### src/rtl/phy_bridge_pkg.sv
package phy_bridge_pkg;
    localparam int HOST_AW  = 12;
    localparam int HOST_DW  = 16;
    localparam int PHY_AW   = 8;
    localparam int PHY_DW   = 8;
    localparam int WE_BIT   = PHY_AW;
    localparam int BUSY_BIT = PHY_AW + 1;

    localparam logic [HOST_AW-1:0] CMD_OFS = 12'h300;
    localparam logic [HOST_AW-1:0] DAT_OFS = 12'h304;

    typedef enum logic [1:0] {
        SEL_NONE,
        SEL_CMD,
        SEL_DAT
    } reg_sel_e;

    typedef enum logic {
        ST_IDLE,
        ST_WAIT
    } xact_state_e;

    typedef struct packed {
        logic              we;
        logic [PHY_AW-1:0] addr;
        logic [PHY_DW-1:0] wdata;
    } phy_cmd_t;

    function automatic reg_sel_e decode_sel(input logic [HOST_AW-1:0] a);
        if (a == CMD_OFS)      return SEL_CMD;
        else if (a == DAT_OFS) return SEL_DAT;
        else                   return SEL_NONE;
    endfunction

    function automatic logic [HOST_DW-1:0] pack_cmd(input logic busy,
                                                   input logic we,
                                                   input logic [PHY_AW-1:0] ofs);
        logic [HOST_DW-1:0] v;
        v = '0;
        v[PHY_AW-1:0] = ofs;
        v[WE_BIT]     = we;
        v[BUSY_BIT]   = busy;
        return v;
    endfunction
endpackage

### src/rtl/bridge_host_regs.sv
module bridge_host_regs
    import phy_bridge_pkg::*;
(
    input  logic               clk,
    input  logic               rst,
    input  logic               host_valid,
    input  logic               host_write,
    input  logic [HOST_AW-1:0] host_addr,
    input  logic [HOST_DW-1:0] host_wdata,
    output logic [HOST_DW-1:0] host_rdata,
    input  logic               busy,
    input  logic               cap_valid,
    input  logic [PHY_DW-1:0]  cap_data,
    output logic               launch,
    output phy_cmd_t           launch_cmd,
    output logic [PHY_DW-1:0]  data_q
);
    reg_sel_e          wsel;
    reg_sel_e          rsel;
    logic              cmd_we_q;
    logic [PHY_AW-1:0] cmd_ofs_q;
    logic              host_wr;

    assign host_wr = host_valid && host_write;
    assign wsel    = decode_sel(host_addr);
    assign rsel    = decode_sel(host_addr);
    assign launch  = host_wr && (wsel == SEL_CMD) && !busy;

    assign launch_cmd.we    = host_wdata[WE_BIT];
    assign launch_cmd.addr  = host_wdata[PHY_AW-1:0];
    assign launch_cmd.wdata = data_q;

    always_ff @(posedge clk) begin
        if (rst) begin
            cmd_we_q  <= 1'b0;
            cmd_ofs_q <= '0;
        end else if (launch) begin
            cmd_we_q  <= host_wdata[WE_BIT];
            cmd_ofs_q <= host_wdata[PHY_AW-1:0];
        end
    end

    always_ff @(posedge clk) begin
        if (rst) begin
            data_q <= '0;
        end else if (cap_valid) begin
            data_q <= cap_data;
        end else if (host_wr && wsel == SEL_DAT) begin
            data_q <= host_wdata[PHY_DW-1:0];
        end
    end

    always_comb begin
        host_rdata = '0;
        unique case (rsel)
            SEL_CMD:  host_rdata = pack_cmd(busy, cmd_we_q, cmd_ofs_q);
            SEL_DAT:  host_rdata[PHY_DW-1:0] = data_q;
            default:  host_rdata = '0;
        endcase
    end
endmodule

### src/rtl/bridge_xact_engine.sv
module bridge_xact_engine
    import phy_bridge_pkg::*;
(
    input  logic              clk,
    input  logic              rst,
    input  logic              launch,
    input  phy_cmd_t          launch_cmd,
    input  logic              phy_ack,
    input  logic [PHY_DW-1:0] phy_rdata,
    output logic              phy_req,
    output logic              phy_we,
    output logic [PHY_AW-1:0] phy_addr,
    output logic [PHY_DW-1:0] phy_wdata,
    output logic              busy,
    output logic              cap_valid,
    output logic [PHY_DW-1:0] cap_data
);
    xact_state_e state_q;
    phy_cmd_t    cmd_q;
    logic        done;

    assign done = (state_q == ST_WAIT) && phy_ack;

    always_ff @(posedge clk) begin
        if (rst) begin
            state_q <= ST_IDLE;
            cmd_q   <= '0;
        end else begin
            unique case (state_q)
                ST_IDLE: if (launch) begin
                    state_q <= ST_WAIT;
                    cmd_q   <= launch_cmd;
                end
                ST_WAIT: if (phy_ack) begin
                    state_q <= ST_IDLE;
                end
                default: state_q <= ST_IDLE;
            endcase
        end
    end

    assign busy      = (state_q == ST_WAIT);
    assign phy_req   = busy;
    assign phy_we    = cmd_q.we;
    assign phy_addr  = cmd_q.addr;
    assign phy_wdata = cmd_q.wdata;
    assign cap_valid = done && !cmd_q.we;
    assign cap_data  = phy_rdata;
endmodule

### src/rtl/phy_reg_bridge.sv
module phy_reg_bridge
    import phy_bridge_pkg::*;
(
    input  logic               clk,
    input  logic               rst,
    input  logic               host_valid,
    input  logic               host_write,
    input  logic [HOST_AW-1:0] host_addr,
    input  logic [HOST_DW-1:0] host_wdata,
    output logic [HOST_DW-1:0] host_rdata,
    output logic               phy_req,
    output logic               phy_we,
    output logic [PHY_AW-1:0]  phy_addr,
    output logic [PHY_DW-1:0]  phy_wdata,
    input  logic               phy_ack,
    input  logic [PHY_DW-1:0]  phy_rdata
);
    logic              busy;
    logic              cap_valid;
    logic [PHY_DW-1:0] cap_data;
    logic              launch;
    phy_cmd_t          launch_cmd;
    logic [PHY_DW-1:0] data_q;

    bridge_host_regs i_regs (
        .clk        (clk),
        .rst        (rst),
        .host_valid (host_valid),
        .host_write (host_write),
        .host_addr  (host_addr),
        .host_wdata (host_wdata),
        .host_rdata (host_rdata),
        .busy       (busy),
        .cap_valid  (cap_valid),
        .cap_data   (cap_data),
        .launch     (launch),
        .launch_cmd (launch_cmd),
        .data_q     (data_q)
    );

    bridge_xact_engine i_engine (
        .clk        (clk),
        .rst        (rst),
        .launch     (launch),
        .launch_cmd (launch_cmd),
        .phy_ack    (phy_ack),
        .phy_rdata  (phy_rdata),
        .phy_req    (phy_req),
        .phy_we     (phy_we),
        .phy_addr   (phy_addr),
        .phy_wdata  (phy_wdata),
        .busy       (busy),
        .cap_valid  (cap_valid),
        .cap_data   (cap_data)
    );
endmodule

### config.mk
export PLATFORM = sky130hd
export DESIGN_NAME = phy_reg_bridge
export DESIGN_NICKNAME = d
export VERILOG_FILES = /design/src/rtl/phy_bridge_pkg.sv /design/src/rtl/bridge_host_regs.sv /design/src/rtl/bridge_xact_engine.sv /design/src/rtl/phy_reg_bridge.sv
export SDC_FILE = /design/constraint.sdc
export NUM_CORES = 1
export LEC_CHECK = 0
export BUFFER_PORTS_ARGS = -buffer_cell sky130_fd_sc_hd__clkbuf_2
export CORE_MARGIN = 10
export CORE_UTILIZATION = 43
export DETAILED_ROUTE_END_ITERATION = 8
export GPL_TIMING_DRIVEN = 0
export HOLD_SLACK_MARGIN = 0.15
export PLACE_DENSITY = 0.82
export REMOVE_ABC_BUFFERS = 1
export SETUP_SLACK_MARGIN = 0.5
export SLEW_MARGIN = 20
export SYNTH_ARGS = -nofsm -noshare
export SYNTH_HDL_FRONTEND = slang
export SYNTH_SLANG_ARGS = --single-unit
### constraint.sdc
create_clock -name clk -period 1.7 [get_ports clk]
set_input_delay 0 -clock clk [delete_from_list [all_inputs] [get_ports clk]]
set_output_delay 0 -clock clk [all_outputs]
set_load 0.05 [all_outputs]
# After elaboration in Yosys (flattened, before gate mapping)
# Index checks and enable logic that the tools add are counted.
[classes] n_eq_ne=4 n_mux=9 bitwise_logic=1 n_reduce_logical=10
[ops] cell="12-bit by 10-bit == test with 1-bit output, second input constant" n=2
[ops] cell="8-bit two-way mux" n=2
[ops] cell="8-bit one-hot mux with 2 select lines" n=1
[ops] cell="1-bit logical AND" n=6
[ops] cell="2-bit two-way mux" n=3
[ops] cell="2-bit by 1-bit == test with 1-bit output, second input constant" n=1
[ops] cell="2-bit == test, second input constant" n=1
[ops] cell="1-bit zero test" n=2
[ops] cell="1-bit two-way mux" n=2
[ops] cell="1-bit one-hot mux with 2 select lines" n=1
[ops] cell="2-bit AND reduction" n=1
[ops] cell="2-bit nonzero test" n=1
[ops] cell="1-bit NOT" n=1
[word_totals] register_bits=35 in_bits=41 wordCells=31

# Longest topological paths before layout
[logic_depth] ltp_word=8 mapped_depth=6 mapped_depth_nobuf=4

# Modules after synthesis
# A second synthesis with hierarchy kept.
[hier_totals] cells_unflattened=201 hier_area_um2=1998.2
[by_module_without_submodules] module="bridge_host_regs" n_inst=1 cells_per_inst=110 area_per_inst_um2=1061.0
[by_module_without_submodules] module="bridge_xact_engine" n_inst=1 cells_per_inst=91 area_per_inst_um2=937.1

# Worst setup path after synthesis
# No wires, ideal clock.
[synth_path] path_type="register -> register" startpoint="register i_regs.cmd_we_q (netlist name)" endpoint="register i_regs.data_q[6]" arrival_ps=1630 t_required_ps=1567 slack_ps=-63 stages_incl_launch_ff=6 path_buffers=1 cell_sequence="dfxtp_1 > nand3b_1 > buf_2 > mux2_2 > a21oi_1 > a311oi_1"
[synth_rtl] element="end signal: assignment" line_no="bridge_host_regs.sv:47" text="data_q <= cap_data;"
[synth_rtl] element="end signal: assignment" line_no="bridge_host_regs.sv:49" text="data_q <= host_wdata[PHY_DW-1:0];"
[synth_rtl] element="end: declaration" line_no="bridge_host_regs.sv:16" text="output logic [PHY_DW-1:0] data_q"

==> results <==
- The most used flip-flop cell after synthesis is sky130_fd_sc_hd__dfxtp_1.
- The number of clock sinks seen by CTS is 26.
- In the final layout, the multi-input gates occupy 795 um2.
- In this run the number of H-tree levels came out at 1.
- Dividing total power by cell area gives a power density of 569 nW/um2.
- The analysis attributes to cell leakage a power of 0.879 nW.
- The flow ran to the end, and the final reports show no timing, DRC or antenna violations.
- The synthesized design contains 0 enable-type register cells.
- The longest clock path from root to sink contains 2 buffers.
- The area of all sequential standard cells is 528 um2.
- Prior to clock tree synthesis, the placed netlist has a worst setup slack of -267 ps.
- Along the worst hold path, the cell count comes to 4.
- The slowest stage of the critical path belongs to the cell sky130_fd_sc_hd__dfxtp_4.
- In the final design database the tool counted 276 nets.
- TritonCTS built the clock tree.
- The worst setup path is launched from a flop.
- The hold path startpoint is phy_rdata[7].
- In the synthesized netlist, the cells that appear most often are sky130_fd_sc_hd__nand2_1, sky130_fd_sc_hd__a21oi_1, sky130_fd_sc_hd__dfxtp_1.
- The total routing resource utilization after global routing is 0.169.
- The worst path setup slack after routing is 156 ps.
- Summing every instance area after synthesis gives 1290 um2.
- The path with the worst hold slack has its endpoint at i_regs.data_q[7]$_SDFFE_PP0P_.
- In the global route stage, met1 resource usage came out at 0.196.
- For the worst-skew pair, the clock arrives at the later sink with an insertion delay of 330 ps.
- The first detailed-routing pass took 4 iterations.
- Pin placement for this block handled 75 I/O pins.
- Across the run, the number of max-cap violations was 0.
- The synthesized design contains 26 register bits.
- After global routing, the most crowded layer is met2.
- Dividing the detail-routed via count by the number of cells gives 5.95.
- Of the synthesized area, sequential elements account for 0.404.
- The final weighted congestion in routability-driven placement is 0.775.
- In this run the vertical extent of the chip is 74.7 um.
- The number of inserted diodes is 0.
- The number of hold-slack violations in the final timing report is 0.
- The worst vdd rail ir drop is 338 uV.
- Measured against its own limit, the worst slew margin works out to 0.618.
- STA puts the critical path data required time at 1930 ps.
- The die area is 5580 um2.
- Traced cell by cell, the critical path runs through nand3b_1, buf_6, mux2_2, a21oi_1, a311oi_1.
- The core region is 2810 um2.
- The smallest clock period supported by the final layout is computed as 1540 ps.
- The detail route stage leaves a number of antenna-violating nets equal to 0.
- The proportion of register bits with asynchronous set or reset after synthesis is 0.
- The global-route wire length before repair is 7.38 mm.
- The minimum setup slack among reg-to-reg paths is 160 ps.
- The final critical-path share of the clock period is 0.908.
- The starting DRC count in detailed routing is 283.
- The layout cell share with drive strength beyond 1 is 0.496.
- The via count of the first global-routing pass is 1480.
- The setup skew after layout is 6.45 ps.
- In this run the critical register-to-register path is captured at i_regs.data_q[3]$_SDFFE_PP0P_.
- Entering global routing, the biggest net connects 27 pins.
- The CTS buffer count is 3.
- The kind of critical path is reg -> reg.
- For this run, global-route usage on met3 was measured as 0.0329.
- The overall overflow remaining after global route is 0.
- Yosys printed 0 warnings.
- Counting cells, the worst reg-to-reg path comes to 5.
- The dominant cell by count in the synthesized netlist is sky130_fd_sc_hd__nand2_1.
- The stage delay of the slowest cell on the critical path is 390 ps.
- The type of the worst min-delay path is in -> reg.
- The clock tree root buffer cell is sky130_fd_sc_hd__clkbuf_4.
- The number of filler cells placed in the layout is 175.
- Ranked by total cell area, the synthesized netlist is headed by sky130_fd_sc_hd__dfxtp_1, sky130_fd_sc_hd__a21oi_1, sky130_fd_sc_hd__nand2_1.
- The clock-pin transition on the worst setup and hold timing paths is 150 ps.
- The launch instance of the worst register-to-register path is i_regs.cmd_we_q$_SDFFE_PP0P_.
- Once detailed placement completed, the half-perimeter wirelength came to 2.69 mm.
- For this block, the via count after detailed routing is 1576.
- Based on the critical path, the design can be clocked at up to 648 MHz.
- The worst path arrival time is 1770 ps.
- The initial antenna violation count is 0.
- After synthesis, the netlist uses 25 different library cells.
- The slew at the pin closest to its max-slew limit is 573 ps.
- Summed over all layers, the routed wires come to 5.82 mm.
- The average instance area after synthesis is 8.58 um2.
- The DRC violations left is 0.
- Power comes to 1.19 mW.
- After detailed routing, the average wire length per cell comes to 22.0 um.
- Of all nets on the critical path, the largest fanout is 6.
- The number of cell rows is 19.
- The effective utilization at floorplan is 0.459.
- The cell count after synthesis is 150.
- The endpoint type of the worst setup path is a flop.
- The final number of setup-violating endpoints is 0.
- The number of pins with negative max-slew slack in the final report came to 0.
- The area growth from synthesis to layout is 61.9%.
- The met2 usage in global routing is 0.294.
- The die is 74.7 um wide.
- The library cell occupying the most area in the post-synthesis netlist is sky130_fd_sc_hd__dfxtp_1.
- Setup repair after global routing could not meet its margin everywhere.
- The share of synthesized area in the top cell type comes to 0.404.
- The count of port buffers added during placement is 61.
layout by cell type, fill, tap and decap left out, types with 2 or more instances in the layout:
cell,n
sky130_fd_sc_hd__a21oi_2,5
sky130_fd_sc_hd__a311oi_1,7
sky130_fd_sc_hd__nand3b_1,2
sky130_fd_sc_hd__buf_6,5
sky130_fd_sc_hd__inv_1,9
sky130_fd_sc_hd__and4bb_4,2
sky130_fd_sc_hd__nand2_2,6
sky130_fd_sc_hd__buf_8,8
sky130_fd_sc_hd__a21oi_1,21
sky130_fd_sc_hd__a22o_1,8
sky130_fd_sc_hd__and4_4,3
sky130_fd_sc_hd__nor2_4,3
sky130_fd_sc_hd__nand4_4,2
sky130_fd_sc_hd__clkbuf_2,50
sky130_fd_sc_hd__mux2_2,7
sky130_fd_sc_hd__nand2_1,28
sky130_fd_sc_hd__clkbuf_4,3
sky130_fd_sc_hd__dfxtp_4,2
sky130_fd_sc_hd__dfxtp_1,24
sky130_fd_sc_hd__buf_4,12
sky130_fd_sc_hd__conb_1,6
sky130_fd_sc_hd__dlygate4sd3_1,10
stage by stage:
stage | instances | util | TNS, ps | instance area, um2 | hold WS, ps
after CTS | 257 | 0.692 | 0 | 1940 | -19.6
after floorplan | 140 | - | -2530 | 1200 | 69.1
after detailed placement | 232 | 0.551 | -2040 | 1550 | 237
after global placement | 232 | 0.551 | -1960 | 1550 | 234
after global routing | 265 | 0.743 | 0 | 2080 | 159
final | 265 | 0.743 | 0 | 2080 | 130
cell families (layout without fill, tap and decap cells):
family                 after synthesis  count (layout)  synth area share
buffers and inverters               24              99             0.107
DFF                                 26              26             0.404
other                                1               6           0.00291
AOI/OAI and AO/OA                   42              42             0.210
muxes                                8               8            0.0700
and+or+nand+nor                     49              53             0.206
per-layer routing:
layer  part of all wire  vias up
met3               0.12       24
met5                  0        -
li1                   -      692
met1               0.37      735
met2               0.47      125
met4              0.038        0
area by class of cell:
cell class / count / share of cell area
multi-input combinational: 109 / 0.381
inverter: 9 / 0.0162
timing repair buffer: 86 / 0.306
sequential: 26 / 0.253
clock buffer: 3 / 0.0108
clock inverter: 1 / 0.0144
tap: 31 / 0.0186
registers in the layout, summed over array words and instances, names as in the netlist:
signal              cells
i_engine.busy           1
i_regs.data_q           8
i_engine.phy_wdata      8
i_regs.cmd_we_q         1
i_regs.cmd_ofs_q        8
worst max path at each step:
stage,start,endpoint,slack (ps)
finish,i_regs.cmd_we_q$_SDFFE_PP0P_,i_regs.data_q[3]$_SDFFE_PP0P_,160
global route,i_regs.cmd_we_q$_SDFFE_PP0P_,i_regs.data_q[3]$_SDFFE_PP0P_,70
CTS,i_regs.cmd_we_q$_SDFFE_PP0P_,i_regs.data_q[5]$_SDFFE_PP0P_,340
detailed placement,i_regs.cmd_we_q$_SDFFE_PP0P_,i_regs.data_q[2]$_SDFFE_PP0P_,-270
global placement,i_regs.cmd_we_q$_SDFFE_PP0P_,i_regs.data_q[5]$_SDFFE_PP0P_,-250
floorplan,i_engine.busy$_SDFF_PP0_,i_regs.data_q[0]$_SDFFE_PP0P_,-320
worst max-delay path, delay by kind of cell, from the launching register on:
family	cells	cell delay, ps
simple gates	1	270
mux	1	230
compound gates	2	330
flops	1	390
buf+inv	1	210
where the power goes:
part,internal (mW),switching [mW],total [mW]
clock,0.239,0.193,0.432
combinational,0.0610,0.0877,0.149
sequential,0.606,0.0000385,0.606
total,0.906,0.281,1.19
what timing repair did:
action / in CTS / in global routing
resized for setup: 37 / 31
pin swaps: 40 / 21
setup buffers: 8 / 6
cloned: 4 / 1
hold endpoints to repair: 10 / 1
setup endpoints to repair: 36 / 36
hold buffers: 9 / 1
Note: power is estimated with default switching activity, not from simulation.
